[config.mk]
export PLATFORM = sky130hd
export DESIGN_NAME = guarded_fifo
export DESIGN_NICKNAME = d
export VERILOG_FILES = /design/src/rtl/guarded_fifo_pkg.sv /design/src/rtl/gf_ptr.sv /design/src/rtl/gf_mem.sv /design/src/rtl/gf_level.sv /design/src/rtl/guarded_fifo.sv
export SDC_FILE = /design/constraint.sdc
export NUM_CORES = 1
export LEC_CHECK = 0
export BUFFER_PORTS_ARGS = -buffer_cell sky130_fd_sc_hd__buf_2
export CAP_MARGIN = 20
export CORE_ASPECT_RATIO = 0.8
export CORE_UTILIZATION = 50
export CTS_CLUSTER_DIAMETER = 100
export DETAILED_ROUTE_END_ITERATION = 16
export HOLD_SLACK_MARGIN = 0.02
export PLACE_DENSITY = 0.75
export SLEW_MARGIN = 10
export SYNTH_ARGS = -nofsm -noshare
export SYNTH_HDL_FRONTEND = slang
export SYNTH_HIERARCHICAL = 1
export SYNTH_SLANG_ARGS = --single-unit
[constraint.sdc]
create_clock -name clk_i -period 2.7 [get_ports clk_i]
set_clock_uncertainty 0.15 [all_clocks]
set_input_delay 0.54 -clock clk_i [delete_from_list [all_inputs] [get_ports clk_i]]
set_output_delay 0.54 -clock clk_i [all_outputs]
set_load 0.1 [all_outputs]
[src/rtl/guarded_fifo_pkg.sv]
package guarded_fifo_pkg;

  typedef struct packed {
    logic full;
    logic empty;
    logic afull;
    logic aempty;
  } gf_lvl_t;

  typedef enum logic [1:0] {
    OP_IDLE = 2'b00,
    OP_RD   = 2'b01,
    OP_WR   = 2'b10,
    OP_BOTH = 2'b11
  } gf_op_e;

endpackage

[src/rtl/gf_ptr.sv]
module gf_ptr #(
  parameter int DEPTH = 16,
  parameter int AW    = 4
) (
  input  logic          clk_i,
  input  logic          rst_ni,
  input  logic          adv_i,
  output logic [AW-1:0] ptr_o
);
  localparam bit POW2 = (DEPTH == (1 << AW));
  localparam logic [AW-1:0] LAST = AW'(DEPTH - 1);

  logic [AW-1:0] ptr_q, ptr_nxt;

  generate
    if (POW2) begin : g_pow2
      assign ptr_nxt = ptr_q + 1'b1;  // natural wrap
    end else begin : g_mod
      assign ptr_nxt = (ptr_q == LAST) ? '0 : ptr_q + 1'b1;
    end
  endgenerate

  always_ff @(posedge clk_i or negedge rst_ni) begin
    if (!rst_ni)    ptr_q <= '0;
    else if (adv_i) ptr_q <= ptr_nxt;
  end

  assign ptr_o = ptr_q;
endmodule

[src/rtl/gf_mem.sv]
module gf_mem #(
  parameter int WIDTH = 8,
  parameter int DEPTH = 16,
  parameter int AW    = 4
) (
  input  logic             clk_i,
  input  logic             rst_ni,
  input  logic             we_i,
  input  logic [AW-1:0]    waddr_i,
  input  logic [WIDTH-1:0] wdata_i,
  input  logic             re_i,
  input  logic [AW-1:0]    raddr_i,
  output logic [WIDTH-1:0] rdata_o
);
  logic [WIDTH-1:0] mem_q [DEPTH];
  logic [WIDTH-1:0] rdata_q;

  // storage carries no reset so it maps to RAM
  always_ff @(posedge clk_i) begin
    if (we_i) mem_q[waddr_i] <= wdata_i;
  end

  always_ff @(posedge clk_i or negedge rst_ni) begin
    if (!rst_ni)   rdata_q <= '0;
    else if (re_i) rdata_q <= mem_q[raddr_i];
  end

  assign rdata_o = rdata_q;
endmodule

[src/rtl/gf_level.sv]
module gf_level
  import guarded_fifo_pkg::*;
#(
  parameter int DEPTH     = 16,
  parameter int CW        = 5,
  parameter int AF_MARGIN = 2,
  parameter int AE_MARGIN = 2
) (
  input  logic    clk_i,
  input  logic    rst_ni,
  input  logic    wr_req_i,
  input  logic    rd_req_i,
  output logic    wr_ok_o,
  output logic    rd_ok_o,
  output gf_lvl_t lvl_o,
  output logic    wr_err_o,
  output logic    rd_err_o
);
  localparam logic [CW-1:0] FULL_LVL = CW'(DEPTH);
  localparam logic [CW-1:0] AF_LVL   = CW'(DEPTH - AF_MARGIN);
  localparam logic [CW-1:0] AE_LVL   = CW'(AE_MARGIN);

  logic [CW-1:0] cnt_q;
  logic          wr_err_q, rd_err_q;
  gf_op_e        op;

  assign lvl_o.full   = (cnt_q == FULL_LVL);
  assign lvl_o.empty  = (cnt_q == '0);
  assign lvl_o.afull  = (cnt_q >= AF_LVL);
  assign lvl_o.aempty = (cnt_q <= AE_LVL);

  assign wr_ok_o = wr_req_i & ~lvl_o.full;
  assign rd_ok_o = rd_req_i & ~lvl_o.empty;
  assign op      = gf_op_e'({wr_ok_o, rd_ok_o});

  always_ff @(posedge clk_i or negedge rst_ni) begin
    if (!rst_ni) begin
      cnt_q    <= '0;
      wr_err_q <= 1'b0;
      rd_err_q <= 1'b0;
    end else begin
      wr_err_q <= wr_req_i & lvl_o.full;
      rd_err_q <= rd_req_i & lvl_o.empty;
      unique case (op)
        OP_WR:   cnt_q <= cnt_q + 1'b1;
        OP_RD:   cnt_q <= cnt_q - 1'b1;
        default: cnt_q <= cnt_q;
      endcase
    end
  end

  assign wr_err_o = wr_err_q;
  assign rd_err_o = rd_err_q;
endmodule

[src/rtl/guarded_fifo.sv]
module guarded_fifo
  import guarded_fifo_pkg::*;
#(
  parameter int WIDTH     = 8,
  parameter int DEPTH     = 16,
  parameter int AF_MARGIN = 2,
  parameter int AE_MARGIN = 2,
  localparam int AW       = (DEPTH > 1) ? $clog2(DEPTH) : 1
) (
  input  logic             clk_i,
  input  logic             rst_ni,
  input  logic             wr_en_i,
  input  logic [WIDTH-1:0] wr_data_i,
  input  logic             rd_en_i,
  output logic [WIDTH-1:0] rd_data_o,
  output logic             full_o,
  output logic             empty_o,
  output logic             almost_full_o,
  output logic             almost_empty_o,
  output logic             wr_err_o,
  output logic             rd_err_o,
  output logic [AW-1:0]    wr_addr_o,
  output logic [AW-1:0]    rd_addr_o
);
  localparam int CW = $clog2(DEPTH + 1);

  logic    wr_ok, rd_ok;
  gf_lvl_t lvl;

  gf_level #(
    .DEPTH(DEPTH), .CW(CW), .AF_MARGIN(AF_MARGIN), .AE_MARGIN(AE_MARGIN)
  ) u_level (
    .clk_i   (clk_i),
    .rst_ni  (rst_ni),
    .wr_req_i(wr_en_i),
    .rd_req_i(rd_en_i),
    .wr_ok_o (wr_ok),
    .rd_ok_o (rd_ok),
    .lvl_o   (lvl),
    .wr_err_o(wr_err_o),
    .rd_err_o(rd_err_o)
  );

  gf_ptr #(.DEPTH(DEPTH), .AW(AW)) u_wptr (
    .clk_i(clk_i), .rst_ni(rst_ni), .adv_i(wr_ok), .ptr_o(wr_addr_o)
  );

  gf_ptr #(.DEPTH(DEPTH), .AW(AW)) u_rptr (
    .clk_i(clk_i), .rst_ni(rst_ni), .adv_i(rd_ok), .ptr_o(rd_addr_o)
  );

  gf_mem #(.WIDTH(WIDTH), .DEPTH(DEPTH), .AW(AW)) u_mem (
    .clk_i  (clk_i),
    .rst_ni (rst_ni),
    .we_i   (wr_ok),
    .waddr_i(wr_addr_o),
    .wdata_i(wr_data_i),
    .re_i   (rd_ok),
    .raddr_i(rd_addr_o),
    .rdata_o(rd_data_o)
  );

  assign full_o         = lvl.full;
  assign empty_o        = lvl.empty;
  assign almost_full_o  = lvl.afull;
  assign almost_empty_o = lvl.aempty;
endmodule

==> flow_summary.json, run 1 <==
{
  "synth_area_leaders": "edfxtp_1 (63%), mux4_2 (9.5%), dfrtp_1 (9.4%)",
  "ys_ff_latch": 151,
  "h-tree-depth": 4,
  "cp.required_ns": 2.84,
  "core_area_um2": 11700,
  "slew_viol_final": 0,
  "clock_sinks": 151,
  "worstSetupEndpointType": "flop",
  "crit_fanout": 4,
  "crit_slowest_cell": "dfrtp_1",
  "placed_area_um2": 6520,
  "hold_viol_final": 0,
  "drtAntennaViolNets": 0,
  "status": "complete, no violations",
  "cp-start-kind": "flop",
  "num-nets-final": 390,
  "setup_slack_ns": 0.0668,
  "drcViolationCount": 0,
  "critPathTopFamily": "simple AND/OR/NAND/NOR gates",
  "yosys.area_share.simple_pct": 4.87,
  "yosysTopAreaCellShare_pct": 62.5,
  "die_area_um2": 12700,
  "p_per_area_nw_per_um2": 1250,
  "clk_pin_slew_worst_paths_ns": 0.06,
  "tightest_slew_ns": 0.864,
  "dp.cells": 495,
  "avgViaCountPerCell": 5.92,
  "die_h_um": 101,
  "fp.dieW_um": 126,
  "comb_power_share_pct": 39.1,
  "power_frac_seq_pct": 35.3,
  "finalNonFillerCells": 533,
  "yosysMostFrequentCell": "edfxtp_1",
  "syn_nets": 331,
  "globalplace.congestion": 0.806,
  "synth_top_cell_by_area": "edfxtp_1",
  "synthAdderAreaFrac_pct": 1.22,
  "ys_warn_count": 6,
  "cp_num_buf_inv": 0,
  "cts_tree": "done",
  "cts_buffers": 17,
  "p_switching_uw": 3510,
  "period_minus_slack_ns": 2.63,
  "slowest_delay_ns": 0.40,
  "synth_compound_area_share_pct": 3.71,
  "antenna_found_initial": 0,
  "cellLeakagePower_uw": 0.00252,
  "area_growth_pct": 16.7,
  "clkPwrFrac_pct": 25.6,
  "place_ws_ns": -0.0212,
  "clockBufferDepth": 2,
  "timing.final.crit_share_pct": 97.5,
  "p_int_uw": 5460,
  "grt_max_degree": 36,
  "routed_wl_mm": 12.1,
  "syn_area_per_cell_um2": 19.6,
  "row_count": 35,
  "yosysSeqAreaShare_pct": 71.9,
  "io_buffers": 33,
  "ir_drop_uv": 936,
  "initial_utilization_pct": 52.4,
  "via_count": 3153,
  "arrival_ns": 2.78,
  "setup_viol": 0,
  "max_freq_ghz": 0.380,
  "grt_use_total_pct": 20.5,
  "synth_area_um2": 6150,
  "synth_xor_xnor_area_share_pct": 1.71,
  "max-slew-margin-rel_pct": 42.2,
  "diodes": 0,
  "synthTopCellsByCount": "edfxtp_1 (128), mux4_2 (26), dfrtp_1 (23)",
  "drive_above_1_share_pct": 35.6,
  "grt_pass1_vias": 3137,
  "grt_pass1_wl_mm": 18.4,
  "synth_flop_cell": "edfxtp_1",
  "wl_per_cell_um": 22.6,
  "async_flop_share_pct": 15.2,
  "swShare_pct": 39.1,
  "synth_edf_count": 128,
  "maxCapViolCount": 0,
  "grt_overflow": 0,
  "path_cells": "or3_4, nor3_4, nor2b_4, ha_4, xor2_1, ha_2, or2_1, a31oi_2, o32ai_2, xor2_1",
  "hold_class": "in2reg",
  "synth_top_family_by_area": "multiplexers",
  "dr.first_iter.drc_count": 385,
  "root_buffer": "clkbuf_16",
  "synth_cell_types": 44,
  "rsz0062_at_grt": "true",
  "drtPass1Iterations": 4,
  "synthMuxAreaShare_pct": 13.9,
  "syn_inst": 313,
  "dp.final_hpwl_mm": 7.47,
  "critPathMostFrequentCell": "xor2_1",
  "crit_type": "reg2reg",
  "pin_count": 34,
  "clk_latency_ns": 0.42,
  "fin_area_um2": 7170
}
[layer usage]
layer | GRT usage, % | up-vias | share of wire, %
met4 | 7.51 | 0 | 1.2
met1 | 30.4 | 1647 | 46
met5 | 0 | - | 0
met2 | 30.3 | 104 | 47
li1 | - | 1385 | -
met3 | 4.65 | 17 | 5.4
[stage by stage]
| stage | power (uW) | hold slack (ns) | TNS, ns | utilization [%] |
|---|---|---|---|---|
| 5_1_grt | 9300 | 0.199 | -0.0746 | 61.1 |
| 3_3_place_gp | 6580 | 0.399 | 0 | 55.5 |
| 4_1_cts | 8940 | 0.193 | 0 | 60.6 |
| 2_1_floorplan | 5940 | 0.0944 | -3.04 | - |
| 3_5_place_dp | 6640 | 0.414 | -0.0212 | 55.6 |
| 6_report | 8960 | 0.199 | 0 | 61.1 |
[power groups by stage]
stage	Sequential [uW]	Clock (uW)	Combinational, uW
2_1_floorplan	4040	0	1900
3_3_place_gp	3190	0	3390
3_5_place_dp	3210	0	3430
4_1_cts	3170	2320	3450
5_1_grt	3200	2420	3680
6_report	3160	2300	3510
[cells in the final DEF, fill, tap and decap left out, types with 4 or more instances in the layout]
cell type and count:
a221oi_2 8, buf_2 33, buf_4 22, clkbuf_16 17, clkinvlp_4 6, dfrtp_1 23
edfxtp_1 128, mux2i_1 8, mux4_1 6, mux4_2 26, nand2_1 9, nor2_1 22
nor3_1 4, o22ai_1 7, xnor2_1 6, xor2_1 6
[state kept, by name, summed over array words and instances (netlist names)]
| name | flops |
|---|---|
| u_level/wr_err_o | 1 |
| u_level/rd_err_o | 1 |
| u_rptr/ptr_o | 4 |
| u_level/cnt_q | 5 |
| u_mem/mem_q | 128 |
| u_wptr/ptr_o | 4 |
| u_mem/rdata_o | 8 |
[worst paths after layout]
| check | slack (ns) | cells after the start | startpoint | end |
|---|---|---|---|---|
| worst max-delay path | 0.07 | 10 | u_level/cnt_q[3] | u_level/cnt_q[4] |
| worst min-delay path | 0.20 | 2 | rd_en_i | u_level/rd_err_o |
| worst max register to register | 0.07 | 10 | u_level/cnt_q[3] | u_level/cnt_q[4] |
| worst min register to register | 0.44 | 2 | u_level/cnt_q[4] | u_level/cnt_q[4] |
| max in group asynchronous | 1.55 | 2 | rst_ni | u_mem/rdata_o[5] |
| min in group asynchronous | 0.49 | 2 | rst_ni | u_level/cnt_q[3] |
[final cells by class]
type / count / area, um^2
clock buffers: 17 / 425
clock inverters: 15 / 154
fillers: 856 / 4560
inverters: 2 / 7.51
multi-input cells: 142 / 1600
flip-flops and latches: 151 / 4420
well taps: 148 / 185
repair buffers: 58 / 380
[logic make-up (layout without fill, tap and decap cells)]
logic type,Yosys count,in the layout
multiplexers,43,43
flip-flops,151,151
adder cells (fa/ha/maj),6,6
buffers and inverters,20,92
AND/OR/NAND/NOR,57,57
AO/OA/AOI/OAI,24,24
XOR/XNOR,12,12
[what timing repair did]
item / in CTS / in global routing
pin swaps: 1 / 5
endpoints found under the hold margin: 23 / 0
hold buffers: 1 / 0
setup endpoints to repair: 1 / 3
gates resized for setup: 0 / 5
buffers inserted: 0 / 5
Note: power is estimated with default switching activity, not from simulation.
==> run 2, diff against run 1 <==
--- a/config.mk
+++ b/config.mk
@@ -5,7 +5,7 @@
 export SDC_FILE = /design/constraint.sdc
 export NUM_CORES = 1
 export LEC_CHECK = 0
-export BUFFER_PORTS_ARGS = -buffer_cell sky130_fd_sc_hd__buf_2
+export BUFFER_PORTS_ARGS = -buffer_cell sky130_fd_sc_hd__buf_4
 export CAP_MARGIN = 20
 export CORE_ASPECT_RATIO = 0.8
 export CORE_UTILIZATION = 50
==> flow_summary.json, run 2 (synthesized netlist as in run 1, its figures left out) <==
{
  "dp.final_hpwl_mm": 7.46,
  "wl_per_cell_um": 22.2,
  "drcViolationCount": 0,
  "core_area_um2": 11700,
  "die_area_um2": 12700,
  "r2r_slack_ns": 0.05,
  "grt_pass1_vias": 3074,
  "initial_utilization_pct": 52.4,
  "cts_tree": "done",
  "cellLeakagePower_uw": 0.00253,
  "grt_overflow": 0,
  "min_from": "rd_en_i",
  "maxCapViolCount": 0,
  "largest_reg_flops": 128,
  "final_cell_mix": "edfxtp_1 (128), buf_4 (52), mux4_2 (26)",
  "avgViaCountPerCell": 5.88,
  "die_h_um": 101,
  "fill_cells": 815,
  "worst-r2r-cell-count": 10,
  "clk_latency_ns": 0.42,
  "cp.required_ns": 2.85,
  "slew_viol_final": 0,
  "hold_path_end": "u_level/rd_err_o",
  "h-tree-depth": 4,
  "setup_viol": 0,
  "via_count": 3120,
  "grt_max_degree": 36,
  "hold_class": "in2reg",
  "final_common_cell": "edfxtp_1",
  "crit_type": "reg2reg",
  "drive_above_1_share_pct": 35.2,
  "p_per_area_nw_per_um2": 1240,
  "max_freq_ghz": 0.377,
  "max-slew-margin-rel_pct": 43.9,
  "root_buffer": "clkbuf_16",
  "status": "complete, no violations",
  "rr_endpoint": "u_level/cnt_q[4]",
  "largest-register": "u_mem/mem_q",
  "ir_drop_uv": 805,
  "drtAntennaViolNets": 0,
  "worstSetupEndpointType": "flop",
  "cp-start-kind": "flop",
  "routed_wl_mm": 11.8,
  "timing.final.crit_share_pct": 98.3,
  "seqCellArea_um2": 4420,
  "num-nets-final": 388,
  "area_growth_pct": 17.4,
  "finalPower_uw": 8940,
  "clk_pin_slew_worst_paths_ns": 0.06,
  "cts_buffers": 17,
  "io_buffers": 33,
  "dr.first_iter.drc_count": 365,
  "drtPass1Iterations": 4,
  "diodes": 0,
  "globalplace.congestion": 0.745,
  "clockBufferDepth": 2,
  "grt_use_total_pct": 20.1,
  "worstHoldPathCells": 2,
  "pin_count": 34,
  "rr_startpoint": "u_level/cnt_q[3]",
  "antenna_found_initial": 0,
  "grt_pass1_wl_mm": 17.9,
  "multiInputGateArea_um2": 1600,
  "fin_area_um2": 7220,
  "fp.dieW_um": 126,
  "crit_start": "u_level/cnt_q[3]",
  "hold_viol_final": 0,
  "placed_area_um2": 6600,
  "crit_fanout": 8,
  "tightest_slew_ns": 0.835,
  "period_minus_slack_ns": 2.65,
  "row_count": 35,
  "arrival_ns": 2.80,
  "clock_sinks": 151
}
==> run 2: cell count changes in the layout (fill, tap and decap cells not counted), sizes merged <==
cell | before | now
buf | 57 | 55
bufinv | 2 | 1
clkinv | 5 | 8
clkinvlp | 6 | 2
inv | 4 | 6
==> run 2: area by class of cell <==
cell class | instances | area share (%)
Clock inverter | 15 | 2.01
Tap cell | 148 | 2.57
Clock buffer | 17 | 5.90
Timing Repair Buffer | 56 | 5.96
Multi-Input combinational cell | 142 | 22.2
Inverter | 2 | 0.104
Sequential cell | 151 | 61.2
==> run 2: critical path: stages, from the launching register on <==
cell and delay, ns:
dfrtp_1 0.43, or3_4 0.42, nor3_4 0.21, nor2b_4 0.08
ha_4 0.20, xor2_1 0.16, ha_2 0.18, or2_0 0.19
a31oi_1 0.19, o32ai_2 0.14, xor2_1 0.17
==> run 2: timing repair <==
action,in CTS,in global routing
hold buffers,1,0
endpoints found under the hold margin,23,0
resized for setup,0,4
endpoints found under the setup margin,0,1
buffers inserted,0,1
==> run 2: metal layers <==
layer / GRT usage [%] / part of all wire, % / up-vias
met5: 0 / 0 / -
met2: 30.7 / 48 / 86
met4: 7.78 / 1.1 / 0
met1: 28.5 / 45 / 1634
li1: - / - / 1385
met3: 4.81 / 5.9 / 15
==> run 2: where the power goes <==
| group | total, uW | switching (uW) | internal [uW] |
|---|---|---|---|
| Clock | 2240 | 956 | 1280 |
| Combinational | 3530 | 2300 | 1230 |
| Sequential | 3170 | 259 | 2920 |
==> run 2: worst max-delay path by stage <==
| stage | end | slack, ns | depth (start not counted) |
|---|---|---|---|
| 4_1_cts | u_level/cnt_q[4] | 0.03 | 10 |
| 2_1_floorplan | u_level/cnt_q[4] | -0.69 | 12 |
| 5_1_grt | u_level/cnt_q[4] | -0.03 | 10 |
| 3_5_place_dp | u_level/cnt_q[4] | 0.04 | 10 |
| 6_report | u_level/cnt_q[4] | 0.05 | 10 |
| 3_3_place_gp | u_level/cnt_q[4] | 0.09 | 10 |
==> run 2: metrics by stage <==
step | std cells | util [%] | TNS (ns) | hold slack, ns | worst slack, ns
floorplan | 313 | - | -3.04 | 0.0944 | -0.686
global placement | 495 | 56.2 | 0 | 0.308 | 0.0885
detailed placement | 496 | 56.2 | 0 | 0.315 | 0.0389
CTS | 529 | 61.2 | 0 | 0.179 | 0.0261
global route | 531 | 61.5 | -0.0345 | 0.184 | -0.0345
finish | 531 | 61.5 | 0 | 0.195 | 0.0460
